--- config.mk ---
export PLATFORM = sky130hd
export DESIGN_NAME = tick_match_timer
export DESIGN_NICKNAME = d
export VERILOG_FILES = /design/src/rtl/tmt_pkg.sv /design/src/rtl/tmt_counter.sv /design/src/rtl/tmt_match_chan.sv /design/src/rtl/tmt_wdog.sv /design/src/rtl/tick_match_timer.sv
export SDC_FILE = /design/constraint.sdc
export NUM_CORES = 1
export LEC_CHECK = 0
export ABC_AREA = 1
export BUFFER_PORTS_ARGS = -buffer_cell sky130_fd_sc_hd__buf_2
export CORE_ASPECT_RATIO = 0.7
export CORE_UTILIZATION = 45
export DETAILED_ROUTE_END_ITERATION = 6
export RECOVER_POWER = 50
export SYNTH_ARGS = -nofsm -noshare
export SYNTH_HDL_FRONTEND = slang
export SYNTH_SLANG_ARGS = --single-unit
--- constraint.sdc ---
create_clock -name clk -period 2.3 [get_ports clk]
set_input_delay 0.46 -clock clk [delete_from_list [all_inputs] [get_ports clk]]
set_output_delay 0.46 -clock clk [all_outputs]
set_load 0.01 [all_outputs]
--- src/rtl/tmt_pkg.sv ---
package tmt_pkg;
    localparam int TMT_CNT_W = 32;
    localparam int TMT_N_CH  = 4;

    typedef enum logic [1:0] {
        WD_OFF   = 2'd0,
        WD_ARMED = 2'd1,
        WD_BITE  = 2'd2
    } wd_state_t;
endpackage

--- src/rtl/tmt_counter.sv ---
module tmt_counter #(
    parameter int W = 32
) (
    input  logic         clk,
    input  logic         rst_n,
    input  logic         clr,
    input  logic         tick,
    input  logic         load,
    input  logic [W-1:0] load_val,
    output logic [W-1:0] cnt,
    output logic [W-1:0] cnt_next,
    output logic         cmp_stb
);
    assign cnt_next = cnt + W'(1);
    // Compare only on a tick that actually advanced the count.
    assign cmp_stb  = tick & ~load & ~clr;

    always_ff @(posedge clk or negedge rst_n) begin
        if (!rst_n)      cnt <= '0;
        else if (clr)    cnt <= '0;
        else if (load)   cnt <= load_val;
        else if (tick)   cnt <= cnt_next;
    end

    AST_CNT_STEP: assert property (@(posedge clk) disable iff (!rst_n)
        (tick && !load && !clr) |=> cnt == $past(cnt) + W'(1));
    AST_CNT_HOLD: assert property (@(posedge clk) disable iff (!rst_n)
        (!tick && !load && !clr) |=> $stable(cnt));
    AST_CNT_LOAD: assert property (@(posedge clk) disable iff (!rst_n)
        (load && !clr) |=> cnt == $past(load_val));
endmodule

--- src/rtl/tmt_match_chan.sv ---
module tmt_match_chan #(
    parameter int W = 32
) (
    input  logic         clk,
    input  logic         rst_n,
    input  logic         clr,
    input  logic         mr_we,
    input  logic [W-1:0] wdata,
    input  logic         st_w1c,
    input  logic         cmp_stb,
    input  logic [W-1:0] cnt_next,
    input  logic         ie,
    input  logic         to_irq,
    output logic [W-1:0] match_val,
    output logic         status
);
    logic hit;
    logic set_st;

    assign hit    = cmp_stb && (cnt_next == match_val);
    assign set_st = hit && ie && to_irq;

    always_ff @(posedge clk or negedge rst_n) begin
        if (!rst_n)      match_val <= '0;
        else if (clr)    match_val <= '0;
        else if (mr_we)  match_val <= wdata;
    end

    // Set takes priority over a same-cycle write-one-to-clear.
    always_ff @(posedge clk or negedge rst_n) begin
        if (!rst_n)       status <= 1'b0;
        else if (clr)     status <= 1'b0;
        else if (set_st)  status <= 1'b1;
        else if (st_w1c)  status <= 1'b0;
    end

    AST_ST_STICKY: assert property (@(posedge clk) disable iff (!rst_n)
        (status && !st_w1c && !clr) |=> status);
    AST_ST_SET: assert property (@(posedge clk) disable iff (!rst_n)
        (cmp_stb && cnt_next == match_val && ie && to_irq && !clr) |=> status);
    AST_ST_TICK_ONLY: assert property (@(posedge clk) disable iff (!rst_n)
        (!status && !cmp_stb) |=> !status);
endmodule

--- src/rtl/tmt_wdog.sv ---
module tmt_wdog
    import tmt_pkg::*;
(
    input  logic clk,
    input  logic rst_n,
    input  logic clr,
    input  logic arm_we,
    input  logic ch_hit,
    output logic armed,
    output logic rst_req
);
    wd_state_t state_q, state_d;

    always_ff @(posedge clk or negedge rst_n) begin
        if (!rst_n) state_q <= WD_OFF;
        else        state_q <= state_d;
    end

    always_comb begin
        state_d = state_q;
        if (clr) begin
            state_d = WD_OFF;
        end else begin
            unique case (state_q)
                WD_OFF:   if (arm_we) state_d = WD_ARMED;
                WD_ARMED: if (ch_hit) state_d = WD_BITE;
                WD_BITE:  state_d = WD_OFF;
                default:  state_d = WD_OFF;
            endcase
        end
    end

    always_comb begin
        armed   = 1'b0;
        rst_req = 1'b0;
        unique case (state_q)
            WD_OFF:   ;
            WD_ARMED: armed   = 1'b1;
            WD_BITE:  rst_req = 1'b1;
            default:  ;
        endcase
    end

    AST_RST_ONE_CYCLE: assert property (@(posedge clk) disable iff (!rst_n)
        rst_req |=> !rst_req);
    AST_WDE_HOLD: assert property (@(posedge clk) disable iff (!rst_n)
        (armed && !ch_hit && !clr) |=> armed);
    AST_BITE: assert property (@(posedge clk) disable iff (!rst_n)
        (armed && ch_hit && !clr) |=> (rst_req && !armed));
    AST_CLR_DISARM: assert property (@(posedge clk) disable iff (!rst_n)
        clr |=> (!armed && !rst_req));
endmodule

--- src/rtl/tick_match_timer.sv ---
module tick_match_timer
    import tmt_pkg::*;
#(
    parameter int CNT_W = TMT_CNT_W,
    parameter int N_CH  = TMT_N_CH,
    localparam int ADDR_W = $clog2(N_CH + 4)
) (
    input  logic              clk,
    input  logic              rst_n,
    input  logic              soft_rst,
    input  logic              sleep_rst,
    input  logic              tick_en,
    input  logic              bus_sel,
    input  logic              bus_wr,
    input  logic [ADDR_W-1:0] bus_addr,
    input  logic [CNT_W-1:0]  bus_wdata,
    output logic [CNT_W-1:0]  bus_rdata,
    output logic [N_CH-1:0]   irq,
    output logic              rst_req
);
    localparam int WD_CH = N_CH - 1;
    localparam logic [ADDR_W-1:0] A_CNT = ADDR_W'(N_CH);
    localparam logic [ADDR_W-1:0] A_ST  = ADDR_W'(N_CH + 1);
    localparam logic [ADDR_W-1:0] A_IE  = ADDR_W'(N_CH + 2);
    localparam logic [ADDR_W-1:0] A_WD  = ADDR_W'(N_CH + 3);

    logic             clr;
    logic             wr;
    logic [CNT_W-1:0] cnt;
    logic [CNT_W-1:0] cnt_next;
    logic             cmp_stb;
    logic [N_CH-1:0]  ie_q;
    logic [N_CH-1:0]  status;
    logic [CNT_W-1:0] mval [N_CH];
    logic             wd_armed;
    logic             wd_hit;

    assign clr = soft_rst | sleep_rst;
    assign wr  = bus_sel & bus_wr;

    tmt_counter #(.W(CNT_W)) u_cnt (
        .clk      (clk),
        .rst_n    (rst_n),
        .clr      (clr),
        .tick     (tick_en),
        .load     (wr && bus_addr == A_CNT),
        .load_val (bus_wdata),
        .cnt      (cnt),
        .cnt_next (cnt_next),
        .cmp_stb  (cmp_stb)
    );

    for (genvar g = 0; g < N_CH; g++) begin : g_ch
        logic route_irq;
        if (g == WD_CH) begin : g_wd
            assign route_irq = ~wd_armed;
        end else begin : g_plain
            assign route_irq = 1'b1;
        end
        tmt_match_chan #(.W(CNT_W)) u_ch (
            .clk       (clk),
            .rst_n     (rst_n),
            .clr       (clr),
            .mr_we     (wr && bus_addr == ADDR_W'(g)),
            .wdata     (bus_wdata),
            .st_w1c    (wr && bus_addr == A_ST && bus_wdata[g]),
            .cmp_stb   (cmp_stb),
            .cnt_next  (cnt_next),
            .ie        (ie_q[g]),
            .to_irq    (route_irq),
            .match_val (mval[g]),
            .status    (status[g])
        );
    end

    always_ff @(posedge clk or negedge rst_n) begin
        if (!rst_n)                        ie_q <= '0;
        else if (clr)                      ie_q <= '0;
        else if (wr && bus_addr == A_IE)   ie_q <= bus_wdata[N_CH-1:0];
    end

    assign wd_hit = cmp_stb && (cnt_next == mval[WD_CH]);

    tmt_wdog u_wd (
        .clk     (clk),
        .rst_n   (rst_n),
        .clr     (clr),
        .arm_we  (wr && bus_addr == A_WD && bus_wdata[0]),
        .ch_hit  (wd_hit),
        .armed   (wd_armed),
        .rst_req (rst_req)
    );

    assign irq = status;

    always_comb begin
        bus_rdata = '0;
        for (int k = 0; k < N_CH; k++) begin
            if (bus_addr == ADDR_W'(k)) bus_rdata = mval[k];
        end
        if (bus_addr == A_CNT) bus_rdata = cnt;
        if (bus_addr == A_ST)  bus_rdata = {{(CNT_W-N_CH){1'b0}}, status};
        if (bus_addr == A_IE)  bus_rdata = {{(CNT_W-N_CH){1'b0}}, ie_q};
        if (bus_addr == A_WD)  bus_rdata = {{(CNT_W-1){1'b0}}, wd_armed};
    end

    AST_WD_NO_IRQ: assert property (@(posedge clk) disable iff (!rst_n)
        (wd_armed && wd_hit && !irq[WD_CH]) |=> !irq[WD_CH]);
    AST_RST_NEEDS_ARM: assert property (@(posedge clk) disable iff (!rst_n)
        $rose(rst_req) |-> $past(wd_armed));
    AST_SYNC_CLEAR: assert property (@(posedge clk) disable iff (!rst_n)
        clr |=> (irq == '0 && !rst_req));
endmodule

* Word level (Yosys, flattened, before mapping)
Cells that the tools add are included.
Word-level totals: output and inout bits 37, word-level logic and storage cells 108, flip-flop bits (word level) 170, input port bits 42
Cells by class: reductions and logical operators 35, equal/unequal tests 15, muxes and demuxes 39, bitwise operators 7, add/sub/neg operators 1
Operators with widths (number):
- $mux W32 | 19
- $eq A32 B32 Y1 | 4
- $add A32 B1 Y32 const B | 1
- $logic_and A1 B1 Y1 | 22
- $reduce_bool A3 Y1 | 5
- $mux W1 | 14
- $eq A3 B3 Y1 const B | 4
- $reduce_bool A2 Y1 | 5
- $mux W4 | 2
- $eq A3 B2 Y1 const B | 2
- $mux W2 | 3
- $pmux W2 S2 | 1
- $and A1 B1 Y1 | 3
- $eq A3 B1 Y1 const B | 1
- $logic_not A3 Y1 | 1
- $ne A3 B2 Y1 const B | 1
- $ne A3 B3 Y1 const B | 1
- $not A1 Y1 | 3
- $eq A2 B1 Y1 const B | 1
- $eq A2 B2 Y1 const B | 1
- $logic_not A2 Y1 | 1
- $reduce_and A2 Y1 | 1
- $or A1 B1 Y1 | 1

* Longest topological paths before layout
Gate-level depths: netlist (run 1).
depth after elaboration 10, depth in mapped cells 17, gate-level depth less buffers 17

* By module
Synthesis (run 1) repeated with hierarchy kept, for this count alone.
Unflattened totals: cell total of the unflattened synthesis 1810, area, all modules 12668.4 um^2
Modules (own cells, without submodules):
- tmt_match_chan | area an instance 1920.6 um^2, cells each 229, times used 4, seq. area each 825.8 um^2
- tmt_counter | area an instance 2665.1 um^2, cells each 436, times used 1, seq. area each 800.8 um^2
- tick_match_timer | area an instance 2204.6 um^2, cells each 441, times used 1, seq. area each 100.1 um^2
- tmt_wdog | area an instance 116.4 um^2, cells each 17, times used 1, seq. area each 50.0 um^2

* Worst setup path before layout (run 1)
OpenSTA, ideal clock, no wires.
path kind input to output, start input bus_addr[0], end output bus_rdata[8], stages 6, slack -0.005 ns, path buffers 3, data required time 1.840 ns, data arrival time 1.845 ns, cells stage by stage buf_2 -> nor3_1 -> clkbuf_1 -> buf_1 -> a21oi_1 -> a31oi_1
Between the ends: word-level cells in the longest chain between the ends 9, elaborated cells between the ends (all ways) 16, those cells by class eq/ne: 7; mux: 8; reduce/logical: 1
Ends and longest elaborated chain:
- from (decl) | RTL line tick_match_timer.sv:15 | input logic [ADDR_W-1:0] bus_addr,
- $logic_not A3 Y1 | RTL line tick_match_timer.sv:99 | if (bus_addr == ADDR_W'(k)) bus_rdata = mval[k];
- $mux W32 (4 in a row) | RTL line tick_match_timer.sv:99
- $mux W32 | RTL line tick_match_timer.sv:101 | if (bus_addr == A_CNT) bus_rdata = cnt;
- $mux W32 | RTL line tick_match_timer.sv:102 | if (bus_addr == A_ST) bus_rdata = {{(CNT_W-N_CH){1'b0}}, status};
- $mux W32 | RTL line tick_match_timer.sv:103 | if (bus_addr == A_IE) bus_rdata = {{(CNT_W-N_CH){1'b0}}, ie_q};
- $mux W32 * | RTL line tick_match_timer.sv:104 | if (bus_addr == A_WD) bus_rdata = {{(CNT_W-1){1'b0}}, wd_armed};
- to (decl) | RTL line tick_match_timer.sv:17 | output logic [CNT_W-1:0] bus_rdata,
Every way passes the cells marked *; elsewhere a longest branch is shown, timed or not.

* Final worst setup path (run 1)
start register u_cnt.cnt[1], end register g_ch[1].u_ch.status
Between the ends: word-level cells in the longest chain between the ends 6, elaborated cells between the ends (all ways) 7, those cells by class add/sub: 1; eq/ne: 1; mux: 2; reduce/logical: 3
Ends and longest elaborated chain:
- from (decl) | RTL line tmt_counter.sv:10 | output logic [W-1:0] cnt,
- from (signal assigned) | RTL line tmt_counter.sv:21 | else if (load) cnt <= load_val;
- from (signal assigned) | RTL line tmt_counter.sv:22 | else if (tick) cnt <= cnt_next;
- $add A32 B1 Y32 * | RTL line tmt_counter.sv:14 | assign cnt_next = cnt + W'(1);
- $eq A32 B32 Y1 * | RTL line tmt_match_chan.sv:20 | assign hit = cmp_stb && (cnt_next == match_val);
- $logic_and A1 B1 Y1 * | RTL line tmt_match_chan.sv:20
- $logic_and A1 B1 Y1 * | RTL line tmt_match_chan.sv:21 | assign set_st = hit && ie && to_irq;
- $mux W1 | RTL line tmt_match_chan.sv:33 | else if (set_st) status <= 1'b1;
- $mux W1 | RTL line tmt_match_chan.sv:32 | else if (clr) status <= 1'b0;
- to (signal assigned) | RTL line tmt_match_chan.sv:32
- to (signal assigned) | RTL line tmt_match_chan.sv:33
- to (signal assigned) | RTL line tmt_match_chan.sv:34 | else if (st_w1c) status <= 1'b0;
- to (decl) | RTL line tmt_match_chan.sv:15 | output logic status
Marks and branches as above. A chain may end at the register's enable or synchronous reset.

==> results of run 1 <==
## synthesized netlist by cell type (7+ instances only)
master    number
nor2_4         7
nor3_1         7
clkbuf_1      45
nand3_1       72
a21oi_1       50
o221ai_1      25
nand4_1       13
buf_2          7
nand2_2       26
inv_1        173
nor2_1       113
dfrtp_1      170
nand2_1      452
a211oi_1      24
xor2_1        48
xnor2_1       10
o21ai_0      215
o22ai_1       34
## sequential cells by signal (all words and copies together) (netlist names)
name and flops:
u_cnt.cnt 32, g_ch.u_ch.status 4, u_wd.state_q 2, g_ch.u_ch.match_val 128, ie_q 4
## repair_timing
| item | CTS | global route |
|---|---|---|
| gates cloned | 0 | 1 |
| resized for setup | 45 | 45 |
| setup endpoints to repair | 11 | 29 |
| setup buffers | 12 | 11 |
| pin swaps | 16 | 20 |
## cell type report
| class | count | area [um2] |
|---|---|---|
| clock inverter | 11 | 143.9 |
| sequential | 170 | 4259 |
| fill | 2250 | 10040 |
| timing repair buffer | 232 | 1733 |
| clock buffer | 21 | 450.4 |
| multi-input combinational | 1132 | 5876 |
| tap | 318 | 397.9 |
| inverter | 180 | 680.7 |
## cells in the final DEF, fill, tap and decap left out, types with 7 or more instances in the layout
cell type	instances
nand2_1	429
o21ai_0	203
dfrtp_1	166
clkbuf_16	18
o221ai_1	25
nand2_2	43
nand2_4	9
buf_4	134
a211oi_1	24
nand4_1	13
nor2_2	14
a21oi_1	45
nor2_1	97
nor2_4	12
buf_12	12
inv_1	170
inv_2	7
xor2_1	46
nand3_1	69
o21ai_1	12
buf_2	73
xnor2_1	9
o22ai_1	33
## worst min-delay path: stages
cell	delay, ns
buf_2	0.09
nand2_1	0.05
nand2_1	0.05
a21oi_1	0.05
## kinds of logic (layout without fill, tap and decap cells)
kind of cell,count (synthesis),in the layout,share of synthesized area
and+or+nand+nor,708,708,0.2786
AOI/OAI and AO/OA,364,364,0.1917
buffers and inverters,239,444,0.08530
DFF,170,170,0.3941
xor gates and xnor gates,59,59,0.04914
adders and majority gates,1,1,0.001159
## per-stage QoR
step	util	setup slack [ns]	total power, uW	std cells	hold WS (ns)
floorplan	-	0.0005015	3798	1541	0.1644
global placement	0.5320	-0.1834	4357	2008	0.4683
detailed placement	0.5320	-0.1684	4363	2008	0.4728
CTS	0.5665	-0.02270	7418	2052	0.008218
global route	0.5742	-0.2643	7695	2064	0.3182
finish	0.5742	-0.1211	7453	2064	0.2934
## metal layers
layer / share of wire / wire length (um) / GRT usage / vias up
li1: - / - / - / 5437
met2: 0.39 / 16810 / 0.4721 / 617
met4: 0.022 / 936 / 0.09791 / 4
met1: 0.48 / 20760 / 0.5667 / 5590
met3: 0.11 / 4709 / 0.06864 / 71
met5: 0.00058 / 25 / 0 / -
## worst paths after layout
path	startpoint	end	slack, ns	depth (start not counted)
worst min register to register	g_ch[1].u_ch.match_val[4]	g_ch[1].u_ch.match_val[4]	0.49	2
worst min-delay path	bus_wdata[3]	g_ch[3].u_ch.status	0.29	4
worst max register to register	u_cnt.cnt[1]	g_ch[1].u_ch.status	-0.12	13
min in group asynchronous	rst_n	g_ch[1].u_ch.match_val[19]	0.51	2
max in group asynchronous	rst_n	u_cnt.cnt[9]	0.58	2
worst max-delay path	u_cnt.cnt[1]	g_ch[1].u_ch.status	-0.12	13
## where the power goes
| part | internal, uW | leakage (uW) | switching (uW) |
|---|---|---|---|
| clock | 1740 | 0.000291 | 1330 |
| sequential | 3110 | 0.00231 | 126 |
| combinational | 392 | 0.00370 | 761 |
| total | 5230 | 0.00630 | 2220 |
==> flow_metrics.py, run 1 <==
metrics = {
    "sta": {
        "rsz0062_at_grt": "yes",
        "finalCritPeriodShare": 1.053,
        "worst_slack_ns": -0.1211,
        "min_period_ns": 2.421,
        "setup-tns-final_ns": -0.4215,
        "slew-limit-headroom": -0.1402,
        "max_clock_freq_ghz": 0.4130,
        "finalSetupViolCount": 7,
        "hold_viol_final": 0,
        "skew_ns": 0.009248,
        "slew_viol_final": 172,
        "worst_pin_slew_ns": 1.710,
    },
    "clock_tree": {
        "tritoncts_clock_tree": "built",
        "clk_path_buf_depth": 2,
        "clockRootBuffer": "clkbuf_16",
        "cts_hold_buffers": 0,
        "cts.htree.levels": 4,
        "path_clk_slew_ns": 0.07,
        "numCtsBuffers": 17,
        "cts.sink_count": 170,
        "clock_latency_ns": 0.46,
    },
    "critical_path": {
        "worstSetupPathType": "flop to flop",
        "worstPathCellList": "ha_2 -> nand2_2 -> nor2_4 -> nand2_4 -> nor2_4 -> nand2_1 -> nand2_2 -> buf_4 -> xor2_1 -> nand4_1 -> nor2_2 -> nand3_1 -> nand2_1",
        "critPathCaptureType": "flop",
        "critical_path.slowest_cell": "dfrtp_1",
        "worstPathBufferInverterCount": 1,
        "startpoint_type": "flop",
        "endpoint_required_time_on_the_critical_path_ns": 2.70,
        "worst_ep_arrival_time_ns": 2.82,
        "critPathTopFamily": "simple AND/OR/NAND/NOR gates",
        "critical_path_peak_fanout": 5,
        "crit_path_max_incr_delay_ns": 0.36,
    },
    "route": {
        "avgRoutedWirePerCell_um": 20.95,
        "vias": 11719,
        "drt_drc_violations_left": 2,
        "drtIter0Drc": 1275,
        "detail_route.wirelength_um": 43240,
        "via_density_per_instance": 5.678,
        "detailedRoute.firstPassIterationCount": 7,
        "drt.antenna.violating_nets": 0,
    },
    "grt": {
        "grt_max_degree": 106,
        "grt_first_pass_wirelength_um": 65490,
        "antenna_found_initial": 1,
        "grt_use_total": 0.3544,
        "global_route.overflow_total": 0,
        "grt_pass1_vias": 10676,
    },
    "floorplan": {
        "floorplan.rows": 47,
        "die_y_um": 131.6,
        "floorplan.io_pins": 79,
        "dieArea_um2": 24620,
        "initial_core_util": 0.4578,
        "design.core.area_um2": 23580,
        "fp.dieW_um": 187.1,
    },
    "synth": {
        "synth_instances": 1541,
        "sequential_to_total_area_share_from_yosys_stat": 0.3941,
        "synthesized_nets": 1584,
        "synth.cell_area_um2": 10800,
        "syn_avg_cell_area_um2": 7.005,
        "synth-edff-count": 0,
        "synthArstFlopShare": 1.000,
        "flip_flop_and_latch_count_after_synthesis": 170,
        "synth.lib_cells_used.distinct": 41,
        "synth_warnings": 0,
        "dominantRegCellSynth": "dfrtp_1",
        "synthTopCellsByArea": "dfrtp_1 (39%), nand2_1 (16%), o21ai_0 (10%), inv_1 (6.0%), nor2_1 (3.9%)",
        "post-synth-top-area-cell": "dfrtp_1",
        "synthDominantCellAreaShare": 0.3941,
    },
    "min_path": {
        "hp-class": "input pin to flop",
    },
    "place": {
        "buffer_ports.inserted": 78,
        "detailed_place_hpwl_um": 31620,
        "global_placer_s_final_weighted_congestion": 1.012,
        "post_dp_cell_area_um2": 12540,
    },
    "power": {
        "areal_power_density_over_the_cells_nw_per_um2": 550.4,
        "leakage_uw": 0.006297,
        "worst_ir_drop_vdd_mv": 0.5821,
    },
    "status": {
        "violations": "design-rule violations, max-capacitance violations, max-slew violations, negative setup slack",
        "outcome": "finished, violations left",
    },
    "layout": {
        "diodes_inserted": 0,
        "finalNetCount": 1776,
        "layout-drive-gt1-share": 0.2108,
        "syn_to_final_growth_pct": 25.43,
        "final_cell_area_um2": 13540,
    },
    "run": {
        "maxCapViolCount": 2,
    },
}
Note: power is estimated with default switching activity, not from simulation.
==> run 2, diff against run 1 <==
--- a/config.mk
+++ b/config.mk
@@ -5,10 +5,10 @@
 export SDC_FILE = /design/constraint.sdc
 export NUM_CORES = 1
 export LEC_CHECK = 0
-export ABC_AREA = 1
 export BUFFER_PORTS_ARGS = -buffer_cell sky130_fd_sc_hd__buf_2
 export CORE_ASPECT_RATIO = 0.7
 export CORE_UTILIZATION = 45
+export CTS_BUF_LIST = sky130_fd_sc_hd__clkbuf_4
 export DETAILED_ROUTE_END_ITERATION = 6
 export RECOVER_POWER = 50
 export SYNTH_ARGS = -nofsm -noshare
==> constraint.sdc (replaced) <==
create_clock -name clk -period 2.4 [get_ports clk]
set_input_delay 0.48 -clock clk [delete_from_list [all_inputs] [get_ports clk]]
set_output_delay 0.48 -clock clk [all_outputs]
set_load 0.01 [all_outputs]
==> run 2 against run 1 <==
Effect of this change:
- the flow finishes with violations (negative setup slack)
- combinational power decreased by 39%
- count of clock-buffer cells in the layout decreased by 3
- die area increased by 15%
- area after synthesis increased by 15%
- via count increased by 22%
- global-route usage increased by 7.2 points
- largest cell class unchanged
- highest routed layer is now met4
==> flow_metrics.py, run 2 <==
metrics = {
    "status": {
        "outcome": "finished, violations left",
        "violations": "negative setup slack",
    },
    "sta": {
        "final.hold.worst_slack_ns": 0.07807,
        "worst_pin_slew_ns": 1.374,
        "worst_slack_ns": -0.8738,
        "finalSetupViolCount": 28,
        "max_clock_freq_ghz": 0.3055,
        "setup-tns-final_ns": -6.287,
        "rsz0062_at_grt": "yes",
        "hold_viol_final": 0,
        "slew_viol_final": 0,
        "min_period_ns": 3.274,
        "finalCritPeriodShare": 1.364,
        "skew_ns": 0.03298,
        "slew-limit-headroom": 0.08368,
    },
    "synth": {
        "syn_avg_cell_area_um2": 8.282,
        "synth_top_family_by_area": "simple AND/OR/NAND/NOR gates",
        "yosys.cell_count.top_type": "nand2_1",
        "synth_compound_area_frac": 0.1744,
        "dominantRegCellSynth": "dfrtp_1",
        "synthAdderAreaFrac": 0.001812,
        "synth.cell_area_um2": 12430,
        "muxShareOfSynthArea": 0.06512,
        "post-synth-top-area-cell": "dfrtp_1",
        "synthTopCellsByArea": "dfrtp_1 (34%), nand2_1 (9.7%), xnor2_1 (7.1%), a21oi_1 (6.4%), mux4_2 (5.4%)",
        "synth-edff-count": 0,
        "synthArstFlopShare": 1.000,
        "synthDominantCellAreaShare": 0.3422,
        "sequential_to_total_area_share_from_yosys_stat": 0.3422,
        "post_synth_xor_area_fraction": 0.1230,
        "synth_warnings": 0,
        "synth_instances": 1501,
        "flip_flop_and_latch_count_after_synthesis": 170,
        "synth.lib_cells_used.distinct": 73,
        "synth-simple-area-share": 0.2483,
        "synthTopCellsByCount": "nand2_1 (322), dfrtp_1 (170), a21oi_1 (158)",
        "synthesized_nets": 1544,
    },
    "min_path": {
        "hp-class": "input pin to flop",
    },
    "floorplan": {
        "initial_core_util": 0.4610,
        "fp.dieW_um": 200.7,
        "floorplan.rows": 50,
        "die_y_um": 141.1,
        "dieArea_um2": 28300,
        "design.core.area_um2": 26960,
        "floorplan.io_pins": 79,
    },
    "critical_path": {
        "startpoint_type": "flop",
        "endpoint_required_time_on_the_critical_path_ns": 2.96,
        "ff2ff_setup_slack_ns": -0.87,
        "crit_start": "u_cnt.cnt[15]",
        "worstSetupEndpoint": "g_ch[2].u_ch.status",
        "rr_startpoint": "u_cnt.cnt[15]",
        "reg2regPathDepth": 11,
        "worst_r2r_endpoint": "g_ch[2].u_ch.status",
        "worstSetupPathType": "flop to flop",
        "worst_ep_arrival_time_ns": 3.84,
        "critical_path_peak_fanout": 5,
        "critPathCaptureType": "flop",
    },
    "route": {
        "detail_route.wirelength_um": 60110,
        "via_density_per_instance": 6.268,
        "drtIter0Drc": 1941,
        "drt_drc_violations_left": 0,
        "avgRoutedWirePerCell_um": 26.44,
        "vias": 14247,
        "drt.antenna.violating_nets": 0,
        "detailedRoute.firstPassIterationCount": 5,
    },
    "power": {
        "leakage_uw": 0.007252,
        "areal_power_density_over_the_cells_nw_per_um2": 319.3,
        "total_power_uw": 5478,
        "worst_ir_drop_vdd_mv": 0.4564,
    },
    "clock_tree": {
        "cts.htree.levels": 4,
        "clock_latency_ns": 0.66,
        "clk_path_buf_depth": 2,
        "clockRootBuffer": "clkbuf_4",
        "numCtsBuffers": 17,
        "cts.sink_count": 170,
        "tritoncts_clock_tree": "built",
        "path_clk_slew_ns": 0.17,
    },
    "layout": {
        "layout.area.seq_um2": 4285,
        "mostFrequentLayoutCells": "buf_4 (369), nand2_1 (318), a21oi_1 (158), dfrtp_1 (145), xnor2_1 (97)",
        "finalNetCount": 1937,
        "multi_input_comb_area_um2": 8155,
        "fill_cells": 2384,
        "layout-drive-gt1-share": 0.3561,
        "finalNonFillerCells": 2273,
        "syn_to_final_growth_pct": 38.02,
        "max_ffs_per_register": 128,
        "finish.utilization": 0.6363,
        "most_common_library_cell_in_the_layout_ignoring_fill_and_taps": "buf_4",
        "largest-register": "g_ch.u_ch.match_val",
        "biggestRegsByFlops": "g_ch.u_ch.match_val (128), u_cnt.cnt (32)",
    },
    "grt": {
        "grt_max_degree": 68,
        "grt_first_pass_wirelength_um": 88460,
        "global_route.overflow_total": 0,
        "grt_use_total": 0.4266,
        "antenna_found_initial": 2,
        "grt_pass1_vias": 13751,
    },
    "place": {
        "buffer_ports.inserted": 78,
        "global_placer_s_final_weighted_congestion": 1.149,
        "detailed_place_hpwl_um": 45260,
        "numPlacedInstances": 2153,
    },
    "run": {
        "maxCapViolCount": 0,
    },
}
## run 2: cell count changes in the layout (fill, tap and decap cells not counted), sizes merged, moves of 35 or more
cell / delta
buf: +272
o21ai: -189
inv: -167
nand2: -159
a21oi: +108
xnor2: +91
nand3: -40
nor4: +35
## run 2: worst min path at each step
stage	endpoint	cells past startpoint	slack (ns)	start
floorplan	g_ch[0].u_ch.match_val[0]	0	0.18	rst_n
global placement	g_ch[0].u_ch.match_val[8]	1	0.47	rst_n
detailed placement	g_ch[0].u_ch.match_val[8]	1	0.48	rst_n
CTS	g_ch[1].u_ch.match_val[6]	3	0.03	bus_wdata[6]
global route	g_ch[1].u_ch.match_val[6]	3	0.04	bus_wdata[6]
finish	g_ch[1].u_ch.match_val[6]	3	0.08	bus_wdata[6]
## run 2: layout make-up
type	instances	area share
tap	364	0.02655
inverter	11	0.002407
multi-input combinational	1192	0.4753
sequential	170	0.2498
clock inverter	14	0.009918
timing repair buffer	502	0.2278
clock buffer	18	0.007876
antenna	2	0.0002917
## run 2: timing repair
| action | CTS | global route |
|---|---|---|
| setup endpoints to repair | 49 | 51 |
| hold buffers | 1 | 0 |
| buffers inserted | 74 | 20 |
| pin swaps | 26 | 28 |
| gates resized for setup | 101 | 60 |
| hold endpoints to repair | 42 | 0 |
## run 2: per-stage QoR
step	setup WS (ns)	cell area (um2)
CTS	-0.8121	16740
floorplan	-0.6376	12470
global placement	-1.038	15570
global route	-0.9220	17150
finish	-0.8738	17160
detailed placement	-1.099	15570
## run 2: layer usage
metal | vias to the layer above | routed length [um] | global-route usage
met3 | 149 | 7639 | 0.1100
met1 | 6976 | 25430 | 0.6216
li1 | 6165 | - | -
met4 | 0 | 1974 | 0.1386
met5 | - | 0 | 0
met2 | 957 | 25070 | 0.6137
## run 2: where the power goes
part	total (uW)	switching [uW]	internal, uW
Combinational	702	461	242
Clock	1880	1140	737
Sequential	2900	17.2	2880
Total	5480	1620	3860
## run 2: critical path, cell delays in order (launching register included)
cell	delay [ns]
dfrtp_2	0.49
and4_2	0.33
nand4_1	0.19
buf_4	0.19
nor3_1	0.29
buf_4	0.22
xnor3_1	0.24
o31ai_1	0.17
nor4_1	0.31
buf_4	0.16
nand4_1	0.33
o21ai_1	0.28
## run 2: cells by family after synthesis
group | Yosys count
adder cells (fa/ha/maj) | 2
multiplexers | 43
XOR/XNOR | 162
AO/OA/AOI/OAI | 336
flip-flops | 170
AND/OR/NAND/NOR | 649
buffers and inverters | 139
==> run 3, diff against run 2 <==
--- a/config.mk
+++ b/config.mk
@@ -7,6 +7,7 @@
 export LEC_CHECK = 0
 export BUFFER_PORTS_ARGS = -buffer_cell sky130_fd_sc_hd__buf_2
 export CORE_ASPECT_RATIO = 0.7
+export CORE_MARGIN = 3
 export CORE_UTILIZATION = 45
 export CTS_BUF_LIST = sky130_fd_sc_hd__clkbuf_4
 export DETAILED_ROUTE_END_ITERATION = 6
==> run 3 against run 2 <==
Effect of this change:
- the run ends with max-capacitance violations, max-slew violations, negative setup slack left
- combinational power is 5.0% higher
- maximum frequency is 1.1% higher
- global-route usage is 1.2 points lower
- non-clock buffer count is 58 higher
- die area is 4.9% higher
- cell area is 4.6% higher
- wire length is 4.1% higher
- largest cell class unchanged
- final cell count is 2.6% higher
- clock skew is 0.0032 ns higher
- critical path depth stayed put
- sequential share of layout area is 1.1 points lower
- via count is 2.8% higher
==> flow_metrics.py, run 3 (synthesis results as in run 2) <==
metrics = {
    "status": {
        "outcome": "finished, violations left",
        "violations": "max-capacitance violations, max-slew violations, negative setup slack",
    },
    "clock_tree": {
        "cts.htree.levels": 4,
        "cts.sink_count": 170,
        "clk_path_buf_depth": 2,
        "clockRootBuffer": "clkbuf_4",
        "tritoncts_clock_tree": "built",
        "numCtsBuffers": 17,
        "path_clk_slew_ns": 0.17,
        "clock_latency_ns": 0.68,
    },
    "route": {
        "vias": 14650,
        "drt.antenna.violating_nets": 0,
        "drtIter0Drc": 1938,
        "avgRoutedWirePerCell_um": 26.84,
        "drt_drc_violations_left": 0,
        "via_density_per_instance": 6.285,
        "detail_route.wirelength_um": 62570,
        "detailedRoute.firstPassIterationCount": 5,
    },
    "critical_path": {
        "endpoint_required_time_on_the_critical_path_ns": 2.97,
        "critical_path_peak_fanout": 6,
        "rr_startpoint": "u_cnt.cnt[15]",
        "critPathCaptureType": "flop",
        "startpoint_type": "flop",
        "crit_start": "u_cnt.cnt[15]",
        "worst_ep_arrival_time_ns": 3.81,
        "worstSetupPathType": "flop to flop",
    },
    "sta": {
        "slew_viol_final": 57,
        "skew_ns": 0.03618,
        "max_clock_freq_ghz": 0.3088,
        "setup-tns-final_ns": -7.290,
        "slew-limit-headroom": -0.06941,
        "finalCritPeriodShare": 1.349,
        "min_period_ns": 3.238,
        "hold_viol_final": 0,
        "rsz0062_at_grt": "yes",
        "finalSetupViolCount": 33,
        "worst_pin_slew_ns": 1.604,
        "worst_slack_ns": -0.8384,
    },
    "grt": {
        "grt_pass1_vias": 13839,
        "global_route.overflow_total": 0,
        "grt_first_pass_wirelength_um": 91140,
        "grt_use_total": 0.4142,
        "antenna_found_initial": 3,
        "grt_max_degree": 58,
    },
    "layout": {
        "layout-drive-gt1-share": 0.3975,
        "biggestRegsByFlops": "g_ch.u_ch.match_val (128), u_cnt.cnt (32)",
        "finalNetCount": 1995,
        "max_ffs_per_register": 128,
        "final_cell_area_um2": 17950,
        "most_common_library_cell_in_the_layout_ignoring_fill_and_taps": "buf_4",
        "mostFrequentLayoutCells": "buf_4 (406), nand2_1 (317), a21oi_1 (156), dfrtp_1 (141), xnor2_1 (92)",
        "finish.utilization": 0.6658,
        "largest-register": "g_ch.u_ch.match_val",
        "syn_to_final_growth_pct": 44.42,
    },
    "floorplan": {
        "fp.dieW_um": 204.7,
        "floorplan.io_pins": 79,
        "initial_core_util": 0.4610,
        "design.core.area_um2": 26960,
        "floorplan.rows": 50,
        "die_y_um": 145.1,
        "dieArea_um2": 29690,
    },
    "place": {
        "global_placer_s_final_weighted_congestion": 1.067,
        "detailed_place_hpwl_um": 46490,
        "post_dp_cell_area_um2": 15760,
        "buffer_ports.inserted": 78,
    },
    "power": {
        "worst_ir_drop_vdd_mv": 0.4045,
        "total_power_uw": 5440,
        "areal_power_density_over_the_cells_nw_per_um2": 303.0,
        "leakage_uw": 0.007608,
    },
    "min_path": {
        "hold_path_startpoint": "bus_wdata[25]",
        "hp-class": "input pin to flop",
    },
    "run": {
        "maxCapViolCount": 1,
    },
}
==> run 3: worst paths after layout <==
kind / slack [ns] / endpoint / cells after the start
max: -0.84 / g_ch[0].u_ch.status / 11
min: 0.07 / g_ch[1].u_ch.match_val[25] / 3
max reg2reg: -0.84 / g_ch[0].u_ch.status / 11
min reg2reg: 0.58 / g_ch[0].u_ch.match_val[6] / 2
max in group asynchronous: 0.10 / g_ch[0].u_ch.match_val[21] / 3
min in group asynchronous: 0.74 / g_ch[1].u_ch.match_val[10] / 2
==> run 3: final cells by class <==
type | count | area, um2
clock inverter | 14 | 155.1
inverter | 11 | 41.29
antenna | 2 | 5.005
timing repair buffer | 560 | 4452
clock buffer | 18 | 135.1
sequential | 170 | 4290
multi-input combinational | 1192 | 8418
tap | 364 | 455.4
fill | 2226 | 9011
==> run 3: worst max-delay path: stages (launching register included) <==
cell     delay, ns
dfrtp_1       0.41
buf_4         0.13
nand2_2       0.06
buf_4         0.16
or4_4         0.57
nor4_4        0.36
buf_12        0.17
nor3b_1       0.11
nor4_1        0.25
nand3_1       0.21
or4_4         0.53
o31ai_2       0.18
==> run 3: report_power, final <==
group / leakage, uW / internal, uW / switching [uW]
Clock: 0.000148 / 567 / 1240
Combinational: 0.00514 / 254 / 483
Sequential: 0.00232 / 2880 / 17.5
==> run 3: stage by stage <==
stage / hold slack [ns] / instances / setup slack [ns]
final: 0.06537 / 2331 / -0.8384
after global routing: 0.02239 / 2331 / -0.8849
after CTS: 0.001861 / 2306 / -0.8078
after detailed placement: 0.5093 / 2178 / -1.260
after global placement: 0.4977 / 2178 / -1.229
after floorplan: 0.1844 / 1501 / -0.6376
==> run 3: metal layers <==
layer	track usage	wire length, um	vias up
met5	0.005102	12	-
met3	0.1184	8710	146
met1	0.6251	26250	7138
met4	0.1262	2139	2
li1	-	-	6278
met2	0.5693	25450	1086
==> run 3: timing repair <==
item | CTS | global route
endpoints found under the setup margin | 49 | 46
resized for setup | 161 | 72
endpoints found under the hold margin | 52 | 0
pin swaps | 46 | 36
hold buffers | 2 | 0
setup buffers | 102 | 24
gates cloned | 0 | 1
